<file path="src/rtl/pwm_bank_pkg.sv">
`timescale 1ns/1ps
// Shared constants, types and the compare helper for the PWM bank.
// Assumes the period is fixed at 256 ticks, so the count width is 8.
package pwm_bank_pkg;
    localparam int CNT_W = 8;
    localparam int NSRC  = 2;

    typedef logic [CNT_W-1:0] cnt_t;

    // True while the count lies inside the channel's on-window.
    function automatic logic in_window(cnt_t cnt, cnt_t offs, cnt_t width);
        cnt_t rel;
        rel = cnt_t'(cnt - offs);
        return rel < width;
    endfunction
endpackage

</file>
<file path="src/rtl/pwm_int_tick.sv">
`timescale 1ns/1ps
// Internal fallback tick: one-cycle pulse every DIV system clocks.
// Assumes DIV >= 2.
module pwm_int_tick #(
    parameter int DIV = 8000
) (
    input  logic clk,
    input  logic rst_n,
    output logic tick
);
    localparam int DW = $clog2(DIV);
    localparam logic [DW-1:0] LAST = DW'(DIV - 1);

    logic [DW-1:0] div_q;

    // Free-running divider that restarts after its last count.
    always_ff @(posedge clk) begin
        if (!rst_n)            div_q <= '0;
        else if (div_q == LAST) div_q <= '0;
        else                   div_q <= div_q + 1'b1;
    end

    assign tick = (div_q == LAST);
endmodule

</file>
<file path="src/rtl/pwm_base_src.sv">
`timescale 1ns/1ps
// One base counter with its tick watchdog.
// It steps on the external strobe while that strobe is healthy, and on the
// internal tick after LIMIT idle clocks. It comes back after a reference
// tick plus two in-range ticks. Assumes LIMIT >= 2.
module pwm_base_src
    import pwm_bank_pkg::*;
#(
    parameter int LIMIT = 1024
) (
    input  logic clk,
    input  logic rst_n,
    input  logic ext_tick,
    input  logic int_tick,
    output cnt_t cnt,
    output logic wrap,
    output logic lost
);
    localparam int GW = $clog2(LIMIT + 1);
    localparam logic [GW-1:0] LIM = GW'(LIMIT);

    logic [GW-1:0] gap_q;
    logic          lost_q;
    logic          good_q;
    cnt_t          cnt_q;
    logic          adv;
    logic          in_range;

    assign adv      = lost_q ? int_tick : ext_tick;
    assign in_range = (gap_q < LIM);

    // Clocks since the last external tick, saturating at the limit.
    always_ff @(posedge clk) begin
        if (!rst_n)          gap_q <= '0;
        else if (ext_tick)   gap_q <= '0;
        else if (gap_q != LIM) gap_q <= gap_q + 1'b1;
    end

    // Loss flag and count of consecutive in-range ticks while lost.
    always_ff @(posedge clk) begin
        if (!rst_n) begin
            lost_q <= 1'b0;
            good_q <= 1'b0;
        end else if (!lost_q) begin
            good_q <= 1'b0;
            if (!ext_tick && gap_q == LIM - 1'b1) lost_q <= 1'b1;
        end else if (ext_tick) begin
            if (!in_range)   good_q <= 1'b0;
            else if (good_q) begin
                lost_q <= 1'b0;
                good_q <= 1'b0;
            end else         good_q <= 1'b1;
        end
    end

    // The 8-bit base count itself.
    always_ff @(posedge clk) begin
        if (!rst_n)   cnt_q <= '0;
        else if (adv) cnt_q <= cnt_q + 1'b1;
    end

    assign cnt  = cnt_q;
    assign wrap = adv && (cnt_q == '1);
    assign lost = lost_q;
endmodule

</file>
<file path="src/rtl/pwm_lane.sv">
`timescale 1ns/1ps
// One output channel: shadowed width/offset, compare, registered drive.
// Assumes cnt and wrap come from the counter this channel has selected.
module pwm_lane
    import pwm_bank_pkg::*;
(
    input  logic clk,
    input  logic rst_n,
    input  cnt_t cnt,
    input  logic wrap,
    input  cnt_t width_in,
    input  cnt_t offs_in,
    input  logic mode,
    input  logic level,
    input  logic out_en,
    output logic drive
);
    cnt_t width_q;
    cnt_t offs_q;

    // Take new width and offset only at the period boundary.
    always_ff @(posedge clk) begin
        if (!rst_n) begin
            width_q <= '0;
            offs_q  <= '0;
        end else if (wrap) begin
            width_q <= width_in;
            offs_q  <= offs_in;
        end
    end

    // Registered output: static level or window compare, gated by enable.
    always_ff @(posedge clk) begin
        if (!rst_n) drive <= 1'b0;
        else        drive <= out_en && (mode ? in_window(cnt, offs_q, width_q) : level);
    end
endmodule

</file>
<file path="src/rtl/pwm_bank.sv">
`timescale 1ns/1ps
// Eight-channel (NCH) PWM bank with two base counters, per-channel counter
// choice, start offset and shadowed width, and an internal fallback tick.
// Assumes ext_tick strobes are synchronous one-clock pulses.
module pwm_bank
    import pwm_bank_pkg::*;
#(
    parameter int NCH        = 8,
    parameter int LOSS_LIMIT = 1024,
    parameter int INT_DIV    = 8000
) (
    input  logic                 clk,
    input  logic                 rst_n,
    input  logic                 out_en,
    input  logic [NCH-1:0]       pwm_mode,
    input  logic [NCH-1:0]       clk_sel,
    input  logic [NCH-1:0]       steady_on,
    input  logic [NCH*CNT_W-1:0] duty,
    input  logic [NCH*CNT_W-1:0] phase,
    input  logic [NSRC-1:0]      ext_tick,
    output logic [NCH-1:0]       drive
);
    logic            int_tick;
    cnt_t            src_cnt  [NSRC];
    logic [NSRC-1:0] src_wrap;
    logic [NSRC-1:0] src_lost;

    pwm_int_tick #(.DIV(INT_DIV)) u_int_tick (
        .clk   (clk),
        .rst_n (rst_n),
        .tick  (int_tick)
    );

    for (genvar s = 0; s < NSRC; s++) begin : g_src
        pwm_base_src #(.LIMIT(LOSS_LIMIT)) u_src (
            .clk      (clk),
            .rst_n    (rst_n),
            .ext_tick (ext_tick[s]),
            .int_tick (int_tick),
            .cnt      (src_cnt[s]),
            .wrap     (src_wrap[s]),
            .lost     (src_lost[s])
        );
    end

    for (genvar c = 0; c < NCH; c++) begin : g_ch
        pwm_lane u_lane (
            .clk      (clk),
            .rst_n    (rst_n),
            .cnt      (src_cnt[clk_sel[c]]),
            .wrap     (src_wrap[clk_sel[c]]),
            .width_in (duty[c*CNT_W +: CNT_W]),
            .offs_in  (phase[c*CNT_W +: CNT_W]),
            .mode     (pwm_mode[c]),
            .level    (steady_on[c]),
            .out_en   (out_en),
            .drive    (drive[c])
        );
    end
endmodule

</file>
<file path="config.mk">
export PLATFORM = sky130hd
export DESIGN_NAME = pwm_bank
export DESIGN_NICKNAME = d
export VERILOG_FILES = /design/src/rtl/pwm_bank_pkg.sv /design/src/rtl/pwm_int_tick.sv /design/src/rtl/pwm_base_src.sv /design/src/rtl/pwm_lane.sv /design/src/rtl/pwm_bank.sv
export SDC_FILE = /design/constraint.sdc
export NUM_CORES = 1
export LEC_CHECK = 0
export ABC_CLOCK_PERIOD_IN_PS = 3500
export BUFFER_PORTS_ARGS = -buffer_cell sky130_fd_sc_hd__buf_2
export CORE_MARGIN = 2
export CORE_UTILIZATION = 60
export CTS_BUF_LIST = sky130_fd_sc_hd__clkbuf_8
export CTS_CLUSTER_SIZE = 16
export DETAILED_ROUTE_END_ITERATION = 12
export PLACE_DENSITY_LB_ADDON = 0.12
export SLEW_MARGIN = 20
export SYNTH_ARGS = -nofsm -noshare
export SYNTH_HDL_FRONTEND = slang
export SYNTH_SLANG_ARGS = --single-unit
</file>
<file path="constraint.sdc">
create_clock -name clk -period 3.5 [get_ports clk]
set_clock_uncertainty 0.1 [all_clocks]
set_input_delay 0.35 -clock clk [delete_from_list [all_inputs] [get_ports clk]]
set_output_delay 0.35 -clock clk [all_outputs]
set_load 0.005 [all_outputs]
</file>
======== After elaboration in Yosys (flattened, before gate mapping) ========
Index checks and enable logic that the tools add are counted.
word-level totals
  bits in registers ....................... 191
  output and inout port bits .............. 8
  logic and storage cells ................. 169
cells by class
  $add $sub $neg .......................... 13
  magnitude comparators ................... 26
  eq/ne operators ......................... 7
  muxes and demuxes ....................... 62
  bitwise operators ....................... 9
  reduce and logical (&&, ||, !) cells .... 19
operators by type and width
  operator                                                     count
  2-to-1 mux 8 bit                                             24
  less-than comparator 8 bit                                   8
  subtractor 8 bit                                             8
  2-to-1 mux 1 bit                                             38
  adder 11 x 1 -> 11 bit (second input constant)               2
  == test 11 x 10 -> 1 bit (second input constant)             2
  less-than comparator 11 bit (second input constant)          2
  != test 11 bit (second input constant)                       2
  adder 8 x 1 -> 8 bit (second input constant)                 2
  == test 8 bit (second input constant)                        2
  >= comparator 2 bit (second input constant)                  8
  less-than comparator 1 x 2 -> 1 bit (second input constant)  8
  inverter 1 -> 2 bit                                          8
  adder 13 x 1 -> 13 bit (second input constant)               1
  == test 13 bit (second input constant)                       1
  logical AND 1 bit                                            12
  OR reduction 2 bit                                           3
  AND reduction 2 bit                                          2
  logical NOT 1 bit                                            2
  inverter 1 bit                                               1

======== Longest topological paths before layout ========
  word-level depth ........................ 8
  gate-level depth with buffers ........... 16
  mapped depth without buffers ............ 15

======== Modules after synthesis ========
From an unflattened synthesis, not the netlist that was laid out.
unflattened totals
  cells, all modules ...................... 1307
  area total of the unflattened synthesis .. 12620.9 sq um
by module, submodules not included
  module        instances  cells each  area an instance (sq um)  sequential area each (sq um)
  pwm_lane      8          117         1104.8                    340.3
  pwm_base_src  2          112         1009.7                    420.4
  pwm_bank      1          80          1171.1                    0.0
  pwm_int_tick  1          67          591.8                     260.2

======== Worst setup path before layout ========
Ideal clock, no wire load.
  path kind ............................... input to register
  start ................................... input port clk_sel[0]
  end ..................................... register g_ch[0].u_lane.drive
  setup time .............................. 0.106 ns
  arrival ................................. 2.791 ns
  required time ........................... 3.294 ns
  setup slack ............................. 0.503 ns
  stages on the path ...................... 16
  buffers on the path ..................... 1
  path through ............................ buf_1 mux2i_1 ha_1 inv_1 fa_1 a21o_1 a21oi_1 o21bai_1 a21oi_1 xnor2_1 ha_1 nor2_1 nand2_1 nor3_1 o211ai_1 o311ai_0
between the ends
  word-level cells in the longest chain between the ends .. 8
RTL lines
  item                                                  RTL line            source
  from (decl)                                           pwm_bank.sv:16      input logic [NCH-1:0] clk_sel,
  inverter 1 -> 2 bit (implied by the code)             pwm_bank.sv:50      .cnt (src_cnt[clk_sel[c]]),
  2-to-1 mux 8 bit (implied by the code) (3 in series)  pwm_bank.sv:50
  subtractor 8 bit                                      pwm_bank_pkg.sv:13  rel = cnt_t'(cnt - offs);
  less-than comparator 8 bit                            pwm_bank_pkg.sv:14  return rel < width;
  2-to-1 mux 1 bit                                      pwm_lane.sv:35      else drive <= out_en && (mode ? in_window(cnt, offs_q, width_q) : level);
  logical AND 1 bit                                     pwm_lane.sv:35
  to (signal assigned)                                  pwm_lane.sv:35
  to (decl)                                             pwm_lane.sv:16      output logic drive
No other way between the ends. The select of a mux whose other input is x is not followed.
A chain may end at the register's enable or synchronous reset.

======== Final worst setup path ========
  start ................................... register g_src[0].u_src.cnt_q[0]
  end ..................................... register g_ch[2].u_lane.drive
between the ends
  word-level cells in the longest chain between the ends .. 7
RTL lines
  item                                                  RTL line            source
  from (decl)                                           pwm_base_src.sv:25  cnt_t cnt_q;
  from (signal assigned)                                pwm_base_src.sv:59  else if (adv) cnt_q <= cnt_q + 1'b1;
  2-to-1 mux 8 bit (implied by the code) (3 in series)  pwm_bank.sv:50
  subtractor 8 bit                                      pwm_bank_pkg.sv:13
  less-than comparator 8 bit                            pwm_bank_pkg.sv:14
  2-to-1 mux 1 bit                                      pwm_lane.sv:35
  logical AND 1 bit                                     pwm_lane.sv:35
  to (signal assigned)                                  pwm_lane.sv:35
  to (decl)                                             pwm_lane.sv:16
No other way between the ends. The select of a mux whose other input is x is not followed.

==> results.cfg <==
[run_status]
status = finished, final reports clean

[final_layout]
finish.net_count = 1916
fin_cells = 1922
utilization = 0.677
fin_area_um2 = 14200
layout_commonest_cell = dfxtp_1
drive_gt1_frac = 0.175
area_growth_pct = 11.1
layout_common_cells = dfxtp_1 (190), buf_2 (163), o21ai_0 (140)

[global_route]
grt_pass1_vias = 10400
grt_pass1_wl_um = 51300
antenna_found_initial = 2
grt_overflow_total = 0
grt_usage = 0.285
grt_max_degree = 105

[clock_tree]
cts_tree = built
numCtsBuffers = 17
clkLatencyLatePin_ps = 470
clock_tree.root_cell = clkbuf_8
clock-sinks = 191
postCtsSetupBuffers = 0
clock_path_buffers = 2
path_clk_slew_ps = 100
htreeDepth = 4

[pwr]
power.leakage_nw = 5.53
power_density_nw_per_um2 = 308
ir_drop_mv = 0.299

[timing]
tightest_slew_ps = 1070
hold_ws_ps = 16.7
timing.fmax_ghz = 0.314
setup_tns_ps = 0
drv_slew = 0
timing.final.crit_share = 0.910
relSlewSlack = 0.289
hold_viol = 0
setup_viol = 0
final.min_clock_period_ps = 3180
rsz0062_at_grt = false

[logic_synthesis]
yosys_warnings = 0
ys_seq_area_frac = 0.298
synth_area_um2 = 12800
synthArstFlopShare = 0
synthTopCellsByArea = dfxtp_1 (30%), ha_1 (12%), o21ai_0 (5.5%)
synth_top_area_share = 0.298
ys_seq_elements = 191
synth-main-ff-cell = dfxtp_1
synth_edf_count = 0
synthCells = 1518
yosys.cell_types.count = 51
syn_avg_cell_area_um2 = 8.44
synth_fp_nets = 1802
synth_area_leader_cell = dfxtp_1

[worst_hold_path]
hold_path.class = primary input to register
hold_depth = 3

[place]
post-place-cells = 1887
gp_congestion = 0.869
postPlaceCellArea_um2 = 13800
io_buffer_count = 164
place_hpwl_um = 22600

[critical_path]
worstPathRequired_ps = 3750
cp_max_fo = 12
cp-end-kind = register
reg2regPathDepth = 15
criticalPathCategory = register to register
arrival_ps = 3430
start_kind = register

[detailed_routing]
wl_met1_um = 14400
initialDrtViolationCount = 525
dr.pass1.iters = 5
wirelength_um = 32000
viasPerCell = 5.71
remaining_drc_errors = 0
top_layer_used = met5
wl_met2_um = 14900
route.vias.total = 11000
final_antenna_net_count = 0
routedWlPerCell_um = 16.7
met3WireLength_um = 1740

[floorplan]
io_pins = 165
die_area_um2 = 22500
core_um2 = 21000
fp-row-count = 53
start_util = 0.610
die_w_um = 150
die_h_um = 150

[run]
cap_violations = 0
-- stage by stage --
step / power, mW / setup slack (ps)
4_1_cts: 4.41 / 331
6_report: 4.38 / 316
5_1_grt: 4.58 / 6.36
2_1_floorplan: 2.61 / 503
3_3_place_gp: 2.79 / 380
3_5_place_dp: 2.80 / 271
-- critical path, stage by stage, from the launching register on --
cell and delay, ps:
dfxtp_1 560, mux2i_1 260, ha_1 200, inv_1 60, fa_1 400, a21o_1 170
a21oi_1 230, o21bai_1 90, a21oi_1 190, xnor2_1 90, ha_1 180, nor2_1 90
nand2_1 70, nor3_1 120, o211ai_1 120, o311ai_0 130
-- cells in the mapped netlist, types with 2 or more instances --
library cell	count
dfxtp_1	191
o21ai_0	140
nand3_1	138
inv_1	127
ha_1	119
nor2_1	92
nand2_1	81
clkbuf_1	76
a21boi_1	70
xnor2_1	67
mux2_2	50
a21boi_0	45
a21oi_1	34
mux2i_1	34
xor2_1	32
a21o_1	24
nor2b_1	21
nor3_1	19
o2111ai_1	19
and2_1	13
o211ai_1	10
buf_4	8
fa_1	8
o21bai_1	8
o311ai_0	8
o41ai_1	8
a2111o_1	7
a2111oi_4	7
buf_1	7
o2111a_1	7
and3_1	5
buf_2	5
nand2b_1	5
nor4_1	5
a211oi_1	4
buf_6	4
nand4_1	3
and4_1	2
nand4bb_1	2
or4_1	2
-- area by class of cell --
| cell class | count | area (um2) |
|---|---|---|
| diodes | 2 | 5.00 |
| clock buffers | 18 | 248 |
| clock inverters | 14 | 191 |
| fillers | 1779 | 6780 |
| inverters | 127 | 477 |
| multi-input cells | 1100 | 8080 |
| flip-flops and latches | 191 | 3820 |
| well taps | 275 | 344 |
| repair buffers | 195 | 1070 |
-- registers in the layout (all words and copies together) (netlist names) --
signal               count
u_int_tick.div_q        13
g_ch.u_lane.drive        8
g_src.u_src.lost         2
g_src.u_src.good_q       2
g_ch.u_lane.offs_q      64
g_src.u_src.cnt         16
g_ch.u_lane.width_q     64
g_src.u_src.gap_q       22
-- routing by layer --
metal  vias to the layer above  track usage
met2                       311        0.463
li1                       5540            -
met1                      5040        0.379
met5                         -            0
met4                         2        0.104
met3                        75       0.0491
-- final timing paths --
kind	to	slack, ps	from
hold / removal	g_ch[6].u_lane.offs_q[3]$_SDFFE_PN0P_	20	phase[51]
setup / recovery	g_ch[2].u_lane.drive$_SDFF_PN0_	320	g_src[0].u_src.cnt[0]$_SDFFE_PN0P_
setup reg to reg	g_ch[2].u_lane.drive$_SDFF_PN0_	320	g_src[0].u_src.cnt[0]$_SDFFE_PN0P_
hold reg to reg	g_ch[4].u_lane.offs_q[5]$_SDFFE_PN0P_	370	g_ch[4].u_lane.offs_q[5]$_SDFFE_PN0P_
-- what timing repair did --
action / CTS / global route
endpoints found under the hold margin: 1 / 0
gates resized for setup: 0 / 1
hold buffers: 1 / 0
setup endpoints to repair: 0 / 1
-- cell families after synthesis --
group	Yosys count	share of synthesized area
compound gates	397	0.217
xor+xnor	99	0.0677
fa+ha+maj	127	0.129
buf+inv	227	0.0717
flops	191	0.298
mux	84	0.0705
simple gates	393	0.146
-- power by group --
part | internal (mW) | switching [mW]
Sequential | 2.19 | 0.0276
Clock | 0.753 | 0.865
Combinational | 0.268 | 0.274
Note: power is estimated with default switching activity, not from simulation.
